$ cat src/rtl/rtc_cal_pkg.sv
package rtc_cal_pkg;
  typedef enum logic [2:0] {ST_IDLE, ST_SEC, ST_MIN, ST_HR, ST_DAY} step_e;

  localparam logic [7:0] A_CTRL = 8'h14;
  localparam logic [7:0] A_SEC  = 8'h15;
  localparam logic [7:0] A_MIN  = 8'h16;
  localparam logic [7:0] A_HR   = 8'h17;
  localparam logic [7:0] A_DAYL = 8'h18;
  localparam logic [7:0] A_DAYH = 8'h19;
  localparam logic [7:0] A_AMIN = 8'h1A;
  localparam logic [7:0] A_AHR  = 8'h1B;
  localparam logic [7:0] A_ADL  = 8'h1C;
  localparam logic [7:0] A_ADH  = 8'h1D;

  localparam logic [7:0] MS_WRAP = 8'h59;
  localparam logic [7:0] HR_WRAP = 8'h23;
  localparam int         N_TF    = 3;
endpackage

$ cat src/rtl/rtc_bcd_step.sv
module rtc_bcd_step #(
  parameter logic [7:0] WRAP = 8'h59
) (
  input  logic [7:0] cur_i,
  output logic [7:0] nxt_o,
  output logic       wrap_o
);
  always_comb begin
    wrap_o = (cur_i == WRAP);
    if (wrap_o)
      nxt_o = 8'h00;
    else if (cur_i[3:0] >= 4'd9)
      nxt_o = {cur_i[7:4] + 4'd1, 4'd0};
    else
      nxt_o = {cur_i[7:4], cur_i[3:0] + 4'd1};
  end
endmodule

$ cat src/rtl/rtc_alarm_cmp.sv
module rtc_alarm_cmp #(
  parameter int DAY_W = 15
) (
  input  logic [7:0]       min_i,
  input  logic [7:0]       hr_i,
  input  logic [DAY_W-1:0] day_i,
  input  logic [7:0]       amin_i,
  input  logic [7:0]       ahr_i,
  input  logic [DAY_W-1:0] aday_i,
  input  logic             men_i,
  input  logic             hen_i,
  input  logic             den_i,
  output logic             hit_o
);
  logic any_en;
  always_comb begin
    any_en = men_i | hen_i | den_i;
    hit_o  = any_en
           & (~men_i | (min_i == amin_i))
           & (~hen_i | (hr_i  == ahr_i))
           & (~den_i | (day_i == aday_i));
  end
endmodule

$ cat src/rtl/rtc_bcd_calendar.sv
module rtc_bcd_calendar
  import rtc_cal_pkg::*;
#(
  parameter int DAY_W = 15,
  parameter int AW    = 8
) (
  input  logic          clk,
  input  logic          rst_n,
  input  logic          tick_i,
  input  logic          wr_en_i,
  input  logic [AW-1:0] addr_i,
  input  logic [7:0]    wdata_i,
  output logic [7:0]    rdata_o,
  output logic          alarm_irq_o
);
  localparam int HI_W = DAY_W - 8;

  logic [7:0]       tf_q   [N_TF];
  logic [7:0]       tf_nxt [N_TF];
  logic [N_TF-1:0]  tf_wrap;
  logic [DAY_W-1:0] day_q, aday_q;
  logic [7:0]       amin_q, ahr_q;
  logic             cal_en_q, aie_q, flag_q, men_q, hen_q, den_q;
  step_e            st_q, st_d;
  logic             done_q, busy, hit, set_al, clr_al;
  logic             pend_v_q;
  logic [AW-1:0]    pend_a_q;
  logic [7:0]       pend_d_q;
  logic             is_time, hold_wr, direct_wr, apply_pend, tw_v;
  logic [AW-1:0]    tw_a;
  logic [7:0]       tw_d;

  for (genvar g = 0; g < N_TF; g++) begin : g_step
    rtc_bcd_step #(.WRAP(g == N_TF-1 ? HR_WRAP : MS_WRAP)) u_step (
      .cur_i(tf_q[g]), .nxt_o(tf_nxt[g]), .wrap_o(tf_wrap[g]));
  end

  rtc_alarm_cmp #(.DAY_W(DAY_W)) u_cmp (
    .min_i(tf_q[1]), .hr_i(tf_q[2]), .day_i(day_q),
    .amin_i(amin_q), .ahr_i(ahr_q), .aday_i(aday_q),
    .men_i(men_q), .hen_i(hen_q), .den_i(den_q), .hit_o(hit));

  assign busy = (st_q != ST_IDLE);

  always_comb begin
    is_time    = (addr_i >= AW'(A_SEC)) && (addr_i <= AW'(A_DAYH));
    hold_wr    = wr_en_i && is_time && (busy || pend_v_q);
    direct_wr  = wr_en_i && is_time && !busy && !pend_v_q;
    apply_pend = pend_v_q && !busy;
    tw_v       = direct_wr || apply_pend;
    tw_a       = apply_pend ? pend_a_q : addr_i;
    tw_d       = apply_pend ? pend_d_q : wdata_i;
  end

  always_comb begin
    st_d = st_q;
    unique case (st_q)
      ST_IDLE: if (tick_i && cal_en_q) st_d = ST_SEC;
      ST_SEC:  st_d = tf_wrap[0] ? ST_MIN : ST_IDLE;
      ST_MIN:  st_d = tf_wrap[1] ? ST_HR  : ST_IDLE;
      ST_HR:   st_d = tf_wrap[2] ? ST_DAY : ST_IDLE;
      default: st_d = ST_IDLE;
    endcase
  end

  always_ff @(posedge clk or negedge rst_n) begin
    if (!rst_n) begin
      st_q     <= ST_IDLE;
      done_q   <= 1'b0;
      pend_v_q <= 1'b0;
      pend_a_q <= '0;
      pend_d_q <= '0;
    end else begin
      st_q   <= st_d;
      done_q <= busy && (st_d == ST_IDLE);
      if (hold_wr) begin
        pend_v_q <= 1'b1;
        pend_a_q <= addr_i;
        pend_d_q <= wdata_i;
      end else if (apply_pend) begin
        pend_v_q <= 1'b0;
      end
    end
  end

  always_ff @(posedge clk or negedge rst_n) begin
    if (!rst_n) begin
      for (int i = 0; i < N_TF; i++) tf_q[i] <= 8'h00;
      day_q <= '0;
    end else begin
      unique case (st_q)
        ST_SEC:  tf_q[0] <= tf_nxt[0];
        ST_MIN:  tf_q[1] <= tf_nxt[1];
        ST_HR:   tf_q[2] <= tf_nxt[2];
        ST_DAY:  day_q   <= day_q + {{(DAY_W-1){1'b0}}, 1'b1};
        default: ;
      endcase
      if (tw_v) begin
        if (tw_a == AW'(A_SEC))  tf_q[0] <= tw_d;
        if (tw_a == AW'(A_MIN))  tf_q[1] <= tw_d;
        if (tw_a == AW'(A_HR))   tf_q[2] <= tw_d;
        if (tw_a == AW'(A_DAYL)) day_q[7:0] <= tw_d;
        if (tw_a == AW'(A_DAYH)) day_q[DAY_W-1:8] <= tw_d[HI_W-1:0];
      end
    end
  end

  assign set_al = done_q && (tf_q[0] == 8'h00) && hit;
  assign clr_al = wr_en_i && (addr_i == AW'(A_CTRL)) && wdata_i[2];

  always_ff @(posedge clk or negedge rst_n) begin
    if (!rst_n) begin
      cal_en_q <= 1'b0; aie_q <= 1'b0; flag_q <= 1'b0;
      men_q <= 1'b0; hen_q <= 1'b0; den_q <= 1'b0;
      amin_q <= '0; ahr_q <= '0; aday_q <= '0;
    end else begin
      flag_q <= set_al || (flag_q && !clr_al);
      if (wr_en_i) begin
        if (addr_i == AW'(A_CTRL)) begin
          cal_en_q <= wdata_i[0];
          aie_q    <= wdata_i[1];
          men_q    <= wdata_i[3];
          hen_q    <= wdata_i[4];
          den_q    <= wdata_i[5];
        end
        if (addr_i == AW'(A_AMIN)) amin_q <= wdata_i;
        if (addr_i == AW'(A_AHR))  ahr_q  <= wdata_i;
        if (addr_i == AW'(A_ADL))  aday_q[7:0] <= wdata_i;
        if (addr_i == AW'(A_ADH))  aday_q[DAY_W-1:8] <= wdata_i[HI_W-1:0];
      end
    end
  end

  assign alarm_irq_o = flag_q & aie_q;

  always_comb begin
    rdata_o = 8'h00;
    unique case (addr_i)
      AW'(A_CTRL): rdata_o = {busy, 1'b0, den_q, hen_q, men_q, flag_q, aie_q, cal_en_q};
      AW'(A_SEC):  rdata_o = tf_q[0];
      AW'(A_MIN):  rdata_o = tf_q[1];
      AW'(A_HR):   rdata_o = tf_q[2];
      AW'(A_DAYL): rdata_o = day_q[7:0];
      AW'(A_DAYH): rdata_o[HI_W-1:0] = day_q[DAY_W-1:8];
      AW'(A_AMIN): rdata_o = amin_q;
      AW'(A_AHR):  rdata_o = ahr_q;
      AW'(A_ADL):  rdata_o = aday_q[7:0];
      AW'(A_ADH):  rdata_o[HI_W-1:0] = aday_q[DAY_W-1:8];
      default:     rdata_o = 8'h00;
    endcase
  end


  hour_wrap_chk: assert property (@(posedge clk) disable iff (!rst_n)
    (st_q == ST_HR && tf_q[2] == HR_WRAP) |=> (tf_q[2] == 8'h00 && st_q == ST_DAY));

  day_wrap_chk: assert property (@(posedge clk) disable iff (!rst_n)
    (st_q == ST_DAY && (&day_q) && !tw_v) |=> (day_q == '0));

  idle_when_off_chk: assert property (@(posedge clk) disable iff (!rst_n)
    (st_q == ST_IDLE && !cal_en_q) |=> (st_q == ST_IDLE));

  busy_start_chk: assert property (@(posedge clk) disable iff (!rst_n)
    (st_q == ST_IDLE && tick_i && cal_en_q) |=> (rdata_o[7] || addr_i != AW'(A_CTRL)) && st_q == ST_SEC);

  no_enable_no_flag_chk: assert property (@(posedge clk) disable iff (!rst_n)
    (!men_q && !hen_q && !den_q) |=> !$rose(flag_q));

  flag_clear_chk: assert property (@(posedge clk) disable iff (!rst_n)
    (clr_al && !done_q) |=> !flag_q);
endmodule

$ cat config.mk
export PLATFORM = sky130hd
export DESIGN_NAME = rtc_bcd_calendar
export DESIGN_NICKNAME = d
export VERILOG_FILES = /design/src/rtl/rtc_cal_pkg.sv /design/src/rtl/rtc_bcd_step.sv /design/src/rtl/rtc_alarm_cmp.sv /design/src/rtl/rtc_bcd_calendar.sv
export SDC_FILE = /design/constraint.sdc
export NUM_CORES = 1
export LEC_CHECK = 0
export ABC_CLOCK_PERIOD_IN_PS = 7190
export CAP_MARGIN = 15
export CORE_AREA = 2 2 109 111
export CTS_BUF_LIST = sky130_fd_sc_hd__clkbuf_4
export DETAILED_ROUTE_END_ITERATION = 7
export DIE_AREA = 0 0 111 113
export DONT_BUFFER_PORTS = 1
export GPL_ROUTABILITY_DRIVEN = 0
export PLACE_DENSITY = 0.67
export SLEW_MARGIN = 15
export SYNTH_ARGS = -nofsm -noshare
export SYNTH_HDL_FRONTEND = slang
export SYNTH_SLANG_ARGS = --single-unit
$ cat constraint.sdc
create_clock -name clk -period 7.19 [get_ports clk]
set_input_delay 1.438 -clock clk [delete_from_list [all_inputs] [get_ports clk]]
set_output_delay 1.438 -clock clk [all_outputs]
set_load 0.005 [all_outputs]
=== Word-level counts from Yosys, hierarchy flattened ===
Cells that the tools add are included.

* Muxes and demuxes: 28
* Bitwise operators: 12
* Reductions and logical operators: 29
* $add $sub $neg: 7
* $lt $le $gt $ge: 5
* Equality and inequality tests: 25

{| class="wikitable"
|+ Operators with widths
! cell !! number
|-
| 8-bit by 5-bit equality test with 1-bit output, second input constant || 15
|-
| 8-bit two-way mux || 15
|-
| 7-bit case mux with 10 select lines || 1
|-
| 15-bit two-way mux || 2
|-
| 4-bit by 1-bit adder with 4-bit output, second input constant || 6
|-
| 24-bit two-way mux || 1
|-
| 8-bit by 7-bit equality test with 1-bit output, second input constant || 2
|-
| 8-bit equality test || 2
|-
| 15-bit by 1-bit adder with 15-bit output, second input constant || 1
|-
| 15-bit equality test || 1
|-
| 1-bit logical AND || 13
|-
| 4-bit greater-or-equal comparator, second input constant || 3
|-
| 3-bit case mux with 4 select lines || 1
|-
| 2-bit AND reduction || 5
|-
| 8-bit by 6-bit equality test with 1-bit output, second input constant || 1
|-
| 8-bit by 5-bit greater-or-equal comparator with 1-bit output, second input constant || 1
|-
| 8-bit by 5-bit <= comparator with 1-bit output, second input constant || 1
|-
| 8-bit logical NOT || 1
|-
| 1-bit case mux with 8 select lines || 1
|-
| 7-bit two-way mux || 1
|-
| 3-bit by 2-bit equality test with 1-bit output, second input constant || 2
|-
| 3-bit logical NOT || 2
|-
| 3-bit two-way mux || 2
|-
| 1-bit OR || 5
|-
| 10 further kinds || 21
|}

* Bits of input ports: 20
* Output and inout bits: 9
* Register bits after elaboration: 97
* Logic and storage cells: 125

=== Depth between registers and ports, before layout ===
Gate-level depths: netlist (run 1).

* Depth in word-level cells: 7
* Gate-level depth with buffers: 8
* Mapped depth without buffers: 7

=== Cells and area by module ===
From an unflattened synthesis (run 1), not the netlist that was laid out.

* Cell total of the unflattened synthesis: 587
* Area total of the unflattened synthesis: 6312.3 um2

{| class="wikitable"
|+ By module, submodules not included
! module !! sequential area each (um2) !! area an instance (um2) !! cells each !! instances
|-
| rtc_bcd_calendar || 2427.3 || 5223.8 || 439 || 1
|-
| rtc_alarm_cmp || 0.0 || 364.1 || 45 || 1
|-
| rtc_bcd_step (g_step[0].u_step) || 0.0 || 247.7 || 35 || 1
|-
| rtc_bcd_step (g_step[1].u_step) || 0.0 || 242.7 || 35 || 1
|-
| rtc_bcd_step (g_step[2].u_step) || 0.0 || 234.0 || 33 || 1
|}

=== Worst setup path before layout (run 1) ===
Ideal clock, no wire load.

* Kind: in2out
* From: input port addr_i[2]
* To: output port rdata_o[3]
* Arrival: 2894 ps
* Required time: 5752 ps
* Stages: 8
* Path slack: 2858 ps
* Path buffers: 3
* Cells stage by stage: buf_1 and4b_1 clkbuf_1 clkbuf_1 a221oi_1 a21oi_1 a222oi_1 nand2_1

* Cells in the longest elaborated chain, start to end: 2
* Elaborated cells on any way between the ends: 11
* Those cells by class: 10 x eq/ne; 1 x mux

{| class="wikitable"
|+ RTL lines
! item !! line !! text
|-
| from (decl) || rtc_bcd_calendar.sv:11 || <nowiki>input logic [AW-1:0] addr_i,</nowiki>
|-
| 8-bit by 5-bit equality test with 1-bit output || rtc_bcd_calendar.sv:138 || <nowiki>unique case (addr_i)</nowiki>
|-
| 7-bit case mux with 10 select lines * || rtc_bcd_calendar.sv:138 ||
|-
| to (decl) || rtc_bcd_calendar.sv:13 || <nowiki>output logic [7:0] rdata_o,</nowiki>
|}

Every way passes the cells marked *; elsewhere a longest branch is shown, timed or not.

=== Worst setup path in the final report (run 1) ===
* From: input port addr_i[7]
* To: output port rdata_o[3]

The elaborated chain is that of the path after synthesis.

==> impl_metrics.tcl, run 1 <==
set metrics [dict create \
    floorplan.core_area_um2 11300 \
    multiInputGateArea_um2 3290 \
    maxUsedRoutingLayer "met4" \
    post_route_cells_drive_above_1_share 0.153 \
    cts_tree "built" \
    antenna_violations_before_repair 0 \
    seq_area_frac_synth 0.411 \
    postSynthAreaPerCell_um2 10.6 \
    cells_after_synth 555 \
    cts_htree_levels 3 \
    first_global_vias 4452 \
    post_synth_instance_area_um2 5910 \
    final.fill_count 973 \
    min_period_ns 4.47 \
    numCtsBuffers 9 \
    maxSlewHeadroom 0.266 \
    synth-async-reset-ratio 1.00 \
    die_area_um2 12500 \
    final.period_utilization 0.621 \
    design.portCount 29 \
    synth_seq_cells 97 \
    detailroute.wirelength.met2_um 7600 \
    leakagePower_nw 2.77 \
    number_of_unique_standard_cell_types_used_by_synthesis 58 \
    clock_path_buffers 2 \
    grt_setup_unrepaired "no" \
    seq_area_um2 2430 \
    post-route-util 0.541 \
    critical_path.startpoint "addr_i[7]" \
    synth.top_cell.area_share 0.411 \
    detail-route-antenna-nets 0 \
    finalClockSkew_ns 0.0220 \
    drt-vias-per-instance 6.54 \
    synth_nets 593 \
    timing.critical_path.fanout_max 8 \
    cp_top_family "simple AND/OR/NAND/NOR gates" \
    crit_path_top_delay_cell "sky130_fd_sc_hd__nor4b_2" \
    detailed_placement_wirelength_estimate_um 12000 \
    number_of_rows_created_at_floorplan 39 \
    final.hold.worst_slack_ns 0.508 \
    min_path_type "reg -> reg" \
    finish.net_count 576 \
    post_cts_resize_count 0 \
    globalRouteTotalUtil 0.275 \
    drt_pre_antenna_iters 5 \
    final_design_area_no_fill_um2 6100 \
    clkSinkCount 97 \
    die_x_um 111 \
    number_of_flops_mapped_to_enable_cells_by_yosys 0 \
    routed-via-count 4487 \
    routed_length_per_instance_um 24.1 \
    max_slew.worst_pin.slew_ns 1.07 \
    crit_buf_inv 0 \
    grt_start_max_net_pins 98 \
    synth.largest_area_cell "sky130_fd_sc_hd__dfrtp_1" \
    diodes 0 \
    vdd_ir_drop_max_v 0.000113 \
    worst_ep_required_time_ns 5.75 \
    maxCapViolations 0 \
    path_clk_slew_ns 0.14 \
    yosysWarnings 0 \
    overflow 0 \
    status "finished, final reports clean" \
    numPortBuffers 0 \
    worst-endpoint-arrival_ns 3.03 \
    max_stage_delay_ns 0.65 \
    worstSetupStartpointType "primary input" \
    setup_total_negative_slack_ns 0 \
    ys.flop_type "sky130_fd_sc_hd__dfrtp_1" \
    grt_pass1_wl_um 26100 \
    power_per_cell_area_nw_per_um2 167 \
    first_iter_violations 423 \
    list_of_cells_traversed_by_the_critical_path "nor4b_2, nand3b_1, nor2_1, a222oi_1, nand2_1" \
    totalWireLength_um 16500 \
    synth.top_cells.by_area "sky130_fd_sc_hd__dfrtp_1 41%, sky130_fd_sc_hd__mux2_2 10%, sky130_fd_sc_hd__mux2i_1 8.0%" \
    reg2reg_from "st_q[2]" \
    mostFrequentLayoutCells "97 x sky130_fd_sc_hd__dfrtp_1, 55 x sky130_fd_sc_hd__mux2_2, 47 x sky130_fd_sc_hd__mux2i_1" \
    floorplan.initialDensity 0.524 \
    placed_cell_area_um2 5960 \
    stdcell_count 686 \
    drc_viols 0 \
    wirelength_met1_um 7150 \
    die_height_um 113 \
    ctsHoldBuffers 0 \
    end_kind "primary output" \
    worstHoldStart "pend_a_q[4]" \
    timing.final.max_slew_violations 0 \
    synthToLayoutAreaGrowth_pct 3.15 \
    most_frequent_standard_cell_in_the_layout_excluding_fill_and_tap_cells "sky130_fd_sc_hd__dfrtp_1" \
    worst_skew_pair.late_latency_ns 0.51 \
    hold_viol 0 \
    report.final.setup_viol 0 \
    cts_setup_buffers 0 \
    fmax_mhz 224 \
    dp.cells 670 \
    criticalPathCategory "in -> out" \
    cts_root_buffer "sky130_fd_sc_hd__clkbuf_4" \
    wl_met3_um 1060 \
]
==> sequential cells by signal (all words and copies together), names as in the netlist <==
name      flops
pend_a_q      8
cal_en_q      1
den_q         1
hen_q         1
pend_v_q      1
day_q        15
done_q        1
amin_q        8
aie_q         1
aday_q       15
st_q          3
ahr_q         8
tf_q         24
men_q         1
flag_q        1
pend_d_q      8
==> cells by family (layout without fill, tap and decap cells) <==
family	after synthesis	after routing	share of synthesized area
AO/OA/AOI/OAI	86	86	0.103
adder cells (fa/ha/maj)	19	19	0.0398
XOR/XNOR	54	54	0.0800
flip-flops	97	97	0.411
AND/OR/NAND/NOR	154	154	0.150
buffers and inverters	43	31	0.0322
multiplexers	102	102	0.184
==> final cells by class <==
cell class                 count  share of cell area
multi-input combinational    415               0.540
sequential                    97               0.398
tap                          143              0.0293
clock buffer                  12              0.0148
inverter                      13             0.00800
clock inverter                 4             0.00718
timing repair buffer           2             0.00246
==> worst register-to-register path: stages, from the launching register on <==
cell	delay (ns)
sky130_fd_sc_hd__dfrtp_1	0.56
sky130_fd_sc_hd__or4b_4	0.75
sky130_fd_sc_hd__or4b_4	0.54
sky130_fd_sc_hd__a211oi_2	0.27
sky130_fd_sc_hd__and2_1	0.50
sky130_fd_sc_hd__mux2i_1	0.27
==> routing by layer <==
layer | GRT usage | vias to the layer above
met4 | 0.122 | 0
met2 | 0.444 | 210
li1 | - | 2015
met1 | 0.360 | 2212
met5 | 0 | -
met3 | 0.0589 | 50
==> synthesized netlist by cell type, types with 12 or more instances <==
master                     number
sky130_fd_sc_hd__xnor2_1       19
sky130_fd_sc_hd__o21ai_0       12
sky130_fd_sc_hd__xor2_1        35
sky130_fd_sc_hd__dfrtp_1       97
sky130_fd_sc_hd__a22oi_1       18
sky130_fd_sc_hd__mux2_2        55
sky130_fd_sc_hd__nand2_1       30
sky130_fd_sc_hd__clkbuf_1      19
sky130_fd_sc_hd__inv_1         13
sky130_fd_sc_hd__nand3_1       19
sky130_fd_sc_hd__ha_1          18
sky130_fd_sc_hd__nand4_1       15
sky130_fd_sc_hd__nor2_1        21
sky130_fd_sc_hd__mux2i_1       47
==> metrics by stage <==
stage / total power, mW / setup WS (ns)
detailed placement: 0.725 / 2.75
global placement: 0.722 / 2.81
global route: 1.06 / 2.50
finish: 1.02 / 2.72
floorplan: 0.694 / 2.86
CTS: 1.02 / 2.75
==> power by group <==
part	total [mW]	switching (mW)	internal [mW]
registers	0.609	0.0394	0.569
logic	0.109	0.0568	0.0519
clock network	0.302	0.187	0.116
==> worst paths after layout <==
check | to | slack, ns | depth (start not counted)
max | rdata_o[3] | 2.72 | 5
min | pend_a_q[4] | 0.51 | 1
max reg2reg | tf_q[14] | 4.22 | 5
min reg2reg | pend_a_q[4] | 0.51 | 1
max in group asynchronous | ahr_q[7] | 6.43 | 0
min in group asynchronous | day_q[12] | 0.60 | 0
No activity file was read; power rests on OpenSTA's default activity.
==> run 2: changes to the inputs <==
- ABC_CLOCK_PERIOD_IN_PS: 7190 -> 4400
- clock period: 7.19 -> 4.4 ns (I/O delays scaled with it)
==> impl_metrics.tcl, run 2 (synthesis results as in run 1) <==
set metrics [dict create \
    max_stage_delay_ns 0.67 \
    dpl_worst_slack_ns 1.06 \
    layout_top_registers "tf_q: 24 flops, aday_q: 15 flops, day_q: 15 flops" \
    grt_pass1_wl_um 26100 \
    vdd_ir_drop_max_v 0.000158 \
    worst-endpoint-arrival_ns 2.53 \
    grt_setup_unrepaired "no" \
    worstSetupStartpointType "primary input" \
    ff2ff_setup_slack_ns 1.41 \
    first_global_vias 4511 \
    fmax_mhz 293 \
    crit_path_top_delay_cell "sky130_fd_sc_hd__nor4b_2" \
    design.portCount 29 \
    maxCapViolations 0 \
    number_of_rows_created_at_floorplan 39 \
    worst_skew_pair.late_latency_ns 0.50 \
    detailed_placement_wirelength_estimate_um 12000 \
    most_frequent_standard_cell_in_the_layout_excluding_fill_and_tap_cells "sky130_fd_sc_hd__dfrtp_1" \
    final.fill_count 984 \
    list_of_cells_traversed_by_the_critical_path "nor4b_2, nand2_1, nor2_1, a21oi_1, o21ai_0" \
    clkSinkCount 97 \
    totalWireLength_um 16400 \
    hold_viol 0 \
    routed-via-count 4411 \
    numPortBuffers 0 \
    final.period_utilization 0.776 \
    routed_length_per_instance_um 24.0 \
    synthToLayoutAreaGrowth_pct 2.62 \
    drt_pre_antenna_iters 5 \
    finalWorstSetupSlack_ns 0.985 \
    detail-route-antenna-nets 0 \
    floorplan.core_area_um2 11300 \
    globalRouteTotalUtil 0.275 \
    power_per_cell_area_nw_per_um2 263 \
    grt_start_max_net_pins 98 \
    min_period_ns 3.41 \
    maxSlewHeadroom 0.280 \
    finish.net_count 576 \
    die_area_um2 12500 \
    drc_viols 0 \
    finalClockSkew_ns 0.0230 \
    timing.critical_path.fanout_max 8 \
    die_height_um 113 \
    status "finished, final reports clean" \
    floorplan.initialDensity 0.524 \
    timing.final.max_slew_violations 0 \
    post_cts_resize_count 0 \
    cts_setup_buffers 0 \
    setup_total_negative_slack_ns 0 \
    end_kind "primary output" \
    regMostFlops "tf_q" \
    min_path_type "in -> async" \
    reg2reg_from "st_q[2]" \
    ctsHoldBuffers 0 \
    worst_ep_required_time_ns 3.52 \
    cts_htree_levels 3 \
    reg2reg_to "tf_q[11]" \
    die_x_um 111 \
    antenna_violations_before_repair 0 \
    crit_buf_inv 0 \
    post-route-util 0.538 \
    max_slew.worst_pin.slew_ns 1.05 \
    post_route_cells_drive_above_1_share 0.149 \
    leakagePower_nw 2.76 \
    diodes 0 \
    r2r_cells 5 \
    cts_root_buffer "sky130_fd_sc_hd__clkbuf_4" \
    overflow 0 \
    criticalPathCategory "in -> out" \
    cts_tree "built" \
    largest_register_ff_count 24 \
    cp_top_family "simple AND/OR/NAND/NOR gates" \
    path_clk_slew_ns 0.16 \
    report.final.setup_viol 0 \
    drt-vias-per-instance 6.44 \
    numCtsBuffers 9 \
    clock_path_buffers 2 \
    first_iter_violations 357 \
    mostFrequentLayoutCells "97 x sky130_fd_sc_hd__dfrtp_1, 55 x sky130_fd_sc_hd__mux2_2, 47 x sky130_fd_sc_hd__mux2i_1" \
]
-- run 2: cell count changes in the layout (fill, tap and decap cells not counted) --
cell                        delta
sky130_fd_sc_hd__inv_6         +1
sky130_fd_sc_hd__bufinv_16     -1
sky130_fd_sc_hd__clkinv_4      +1
sky130_fd_sc_hd__clkbuf_4      -3
sky130_fd_sc_hd__clkinv_1      +1
-- run 2: metrics by stage --
step           power [mW]  cells  area (µm²)  hold slack, ns
2_1_floorplan        1.13    555        5910           0.430
5_1_grt              1.67    685        6070         0.00623
3_5_place_dp         1.19    670        5960           0.459
3_3_place_gp         1.18    670        5960           0.443
6_report             1.59    685        6070          0.0511
4_1_cts              1.61    685        6070          0.0228
-- run 2: routing by layer --
metal  global-route usage  wire length, µm  up-vias
met3               0.0611             1040       49
met5                    0                0        -
met4                0.143              752        0
met1                0.352             7010     2194
met2                0.443             7630      166
li1                     -                -     2002
-- run 2: area by class of cell --
class	count	area, µm²	area share
multi-input cells	415	3290	0.543
flip-flops and latches	97	2430	0.400
well taps	143	179	0.0295
clock buffers	9	67.6	0.0111
inverters	13	48.8	0.00804
clock inverters	6	35.0	0.00578
repair buffers	2	15.0	0.00248
-- run 2: power by group --
part / total [mW] / internal [mW] / switching (mW) / leakage, nW
registers: 0.993 / 0.931 / 0.0630 / 1.19
clock network: 0.420 / 0.110 / 0.310 / 0.0610
logic: 0.179 / 0.0848 / 0.0939 / 1.50
total: 1.59 / 1.13 / 0.467 / 2.76
-- run 2: worst reg2reg max path, cell delays in order, from the launching register on --
cell and delay (ns):
sky130_fd_sc_hd__dfrtp_1 0.56, sky130_fd_sc_hd__or4b_4 0.75, sky130_fd_sc_hd__or4b_4 0.54, sky130_fd_sc_hd__a211oi_2 0.27
sky130_fd_sc_hd__and2_1 0.50, sky130_fd_sc_hd__mux2i_1 0.27
-- run 2: worst max path at each step --
stage | depth (start not counted) | start | endpoint
after floorplan | 8 | addr_i[2] | rdata_o[3]
after global placement | 5 | addr_i[7] | rdata_o[1]
after detailed placement | 5 | addr_i[7] | rdata_o[1]
after CTS | 5 | addr_i[7] | rdata_o[1]
after global routing | 5 | addr_i[7] | rdata_o[1]
final | 5 | addr_i[7] | rdata_o[1]
==> run 3: changes to the inputs <==
- ABC_CLOCK_PERIOD_IN_PS: 4400 -> 3500
- clock period: 4.4 -> 3.5 ns (I/O delays scaled with it)
==> impl_metrics.tcl, run 3 (synthesis results as in run 1) <==
set metrics [dict create \
    status "finished, final reports clean" \
    drt_pre_antenna_iters 5 \
    power_per_cell_area_nw_per_um2 340 \
    seq_area_um2 2430 \
    clock_path_buffers 2 \
    reg2reg_to "tf_q[14]" \
    overflow 0 \
    routed_length_per_instance_um 24.2 \
    totalWireLength_um 16700 \
    stdcell_count 691 \
    globalRouteTotalUtil 0.274 \
    floorplan.initialDensity 0.524 \
    end_kind "primary output" \
    max_slew.worst_pin.slew_ns 1.14 \
    path_clk_slew_ns 0.14 \
    placed_cell_area_um2 6000 \
    timing.final.max_slew_violations 0 \
    switching_power_mw 0.602 \
    design.portCount 29 \
    first_global_vias 4365 \
    numCtsBuffers 9 \
    ff2ff_setup_slack_ns 0.67 \
    numPortBuffers 0 \
    most_frequent_standard_cell_in_the_layout_excluding_fill_and_tap_cells "sky130_fd_sc_hd__dfrtp_1" \
    drc_viols 0 \
    regMostFlops "tf_q" \
    grt_setup_unrepaired "no" \
    finalClockSkew_ns 0.0163 \
    routed-via-count 4493 \
    cts_tree "built" \
    drt-vias-per-instance 6.50 \
    cts_htree_levels 3 \
    die_area_um2 12500 \
    final.fill_count 991 \
    largest_register_ff_count 24 \
    r2r_cells 5 \
    power.share.sequential 0.597 \
    antenna_violations_before_repair 1 \
    criticalPathCategory "in -> out" \
    p_total_mw 2.09 \
    post_route_cells_drive_above_1_share 0.155 \
    timing.critical_path.fanout_max 14 \
    dpl_worst_slack_ns 0.741 \
    maxSlewHeadroom 0.221 \
    diodes 0 \
    vdd_ir_drop_max_v 0.000324 \
    leakagePower_nw 2.80 \
    final.hold.worst_slack_ns 0.0559 \
    post_cts_resize_count 0 \
    min_path_type "in -> async" \
    multiInputGateArea_um2 3290 \
    switching_share 0.288 \
    detailed_placement_wirelength_estimate_um 12100 \
    clock_power_share 0.281 \
    layout_top_registers "tf_q: 24 flops, aday_q: 15 flops, day_q: 15 flops" \
    number_of_rows_created_at_floorplan 39 \
    power.combinational.fraction 0.123 \
    mostFrequentLayoutCells "97 x sky130_fd_sc_hd__dfrtp_1, 55 x sky130_fd_sc_hd__mux2_2, 47 x sky130_fd_sc_hd__mux2i_1" \
    min_period_ns 2.83 \
    die_height_um 113 \
    clkSinkCount 97 \
    worst_ep_required_time_ns 2.80 \
    grt_pass1_wl_um 25800 \
    post-route-util 0.545 \
    finish.net_count 582 \
    die_x_um 111 \
    finalWorstSetupSlack_ns 0.668 \
    worst-endpoint-arrival_ns 2.13 \
    worst_skew_pair.late_latency_ns 0.49 \
    reg2reg_from "st_q[2]" \
    fmax_mhz 353 \
    internal_power_mw 1.49 \
    hold_viol 0 \
    worstSetupStartpointType "primary input" \
    first_iter_violations 484 \
    dp.cells 675 \
    floorplan.core_area_um2 11300 \
    detail-route-antenna-nets 0 \
    final.period_utilization 0.809 \
    final_design_area_no_fill_um2 6150 \
    grt_start_max_net_pins 98 \
    synthToLayoutAreaGrowth_pct 3.98 \
    maxCapViolations 0 \
    report.final.setup_viol 0 \
    cts_root_buffer "sky130_fd_sc_hd__clkbuf_4" \
    setup_total_negative_slack_ns 0 \
]
## run 3: cell count changes in the layout (fill, tap and decap cells not counted)
cell / delta
sky130_fd_sc_hd__clkinv_2: -1
sky130_fd_sc_hd__inv_6: -1
sky130_fd_sc_hd__clkinv_1: +2
sky130_fd_sc_hd__bufinv_16: +1
sky130_fd_sc_hd__buf_4: +5
sky130_fd_sc_hd__buf_16: +1
sky130_fd_sc_hd__clkinv_4: -1
## run 3: worst max path at each step
stage            endpoint      start
6_report       rdata_o[0]  addr_i[2]
5_1_grt           tf_q[8]    st_q[2]
4_1_cts          tf_q[14]    st_q[2]
3_5_place_dp     tf_q[14]    st_q[2]
3_3_place_gp     tf_q[12]    st_q[2]
2_1_floorplan  rdata_o[3]  addr_i[2]
## run 3: worst max-delay path, cell delays in order
cell,delay (ns)
sky130_fd_sc_hd__and4b_1,0.55
sky130_fd_sc_hd__a22oi_1,0.14
sky130_fd_sc_hd__a211oi_1,0.45
sky130_fd_sc_hd__a221oi_1,0.10
sky130_fd_sc_hd__nand3_1,0.18
## run 3: cell type report
type,instances,area share
clock buffers,9,0.0110
clock inverters,6,0.00814
inverters,13,0.00794
multi-input cells,415,0.536
flip-flops and latches,97,0.395
well taps,143,0.0291
repair buffers,8,0.0130
## run 3: what timing repair did
action / CTS / global route
setup endpoints to repair: 0 / 0
hold endpoints to repair: 97 / 0
hold buffers: 1 / 0
buffers inserted: 0 / 0
## run 3: power groups by stage
stage | logic, mW | registers (mW) | clock network, mW
final | 0.256 | 1.25 | 0.587
after detailed placement | 0.227 | 1.27 | 0
after global placement | 0.219 | 1.27 | 0
after floorplan | 0.195 | 1.23 | 0
after CTS | 0.255 | 1.25 | 0.596
after global routing | 0.287 | 1.26 | 0.636
## run 3: metal layers
layer	routed length, µm	vias up	GRT usage
li1	-	2014	-
met5	0	-	0
met3	1320	35	0.0605
met4	551	0	0.111
met2	7640	197	0.430
met1	7210	2247	0.371
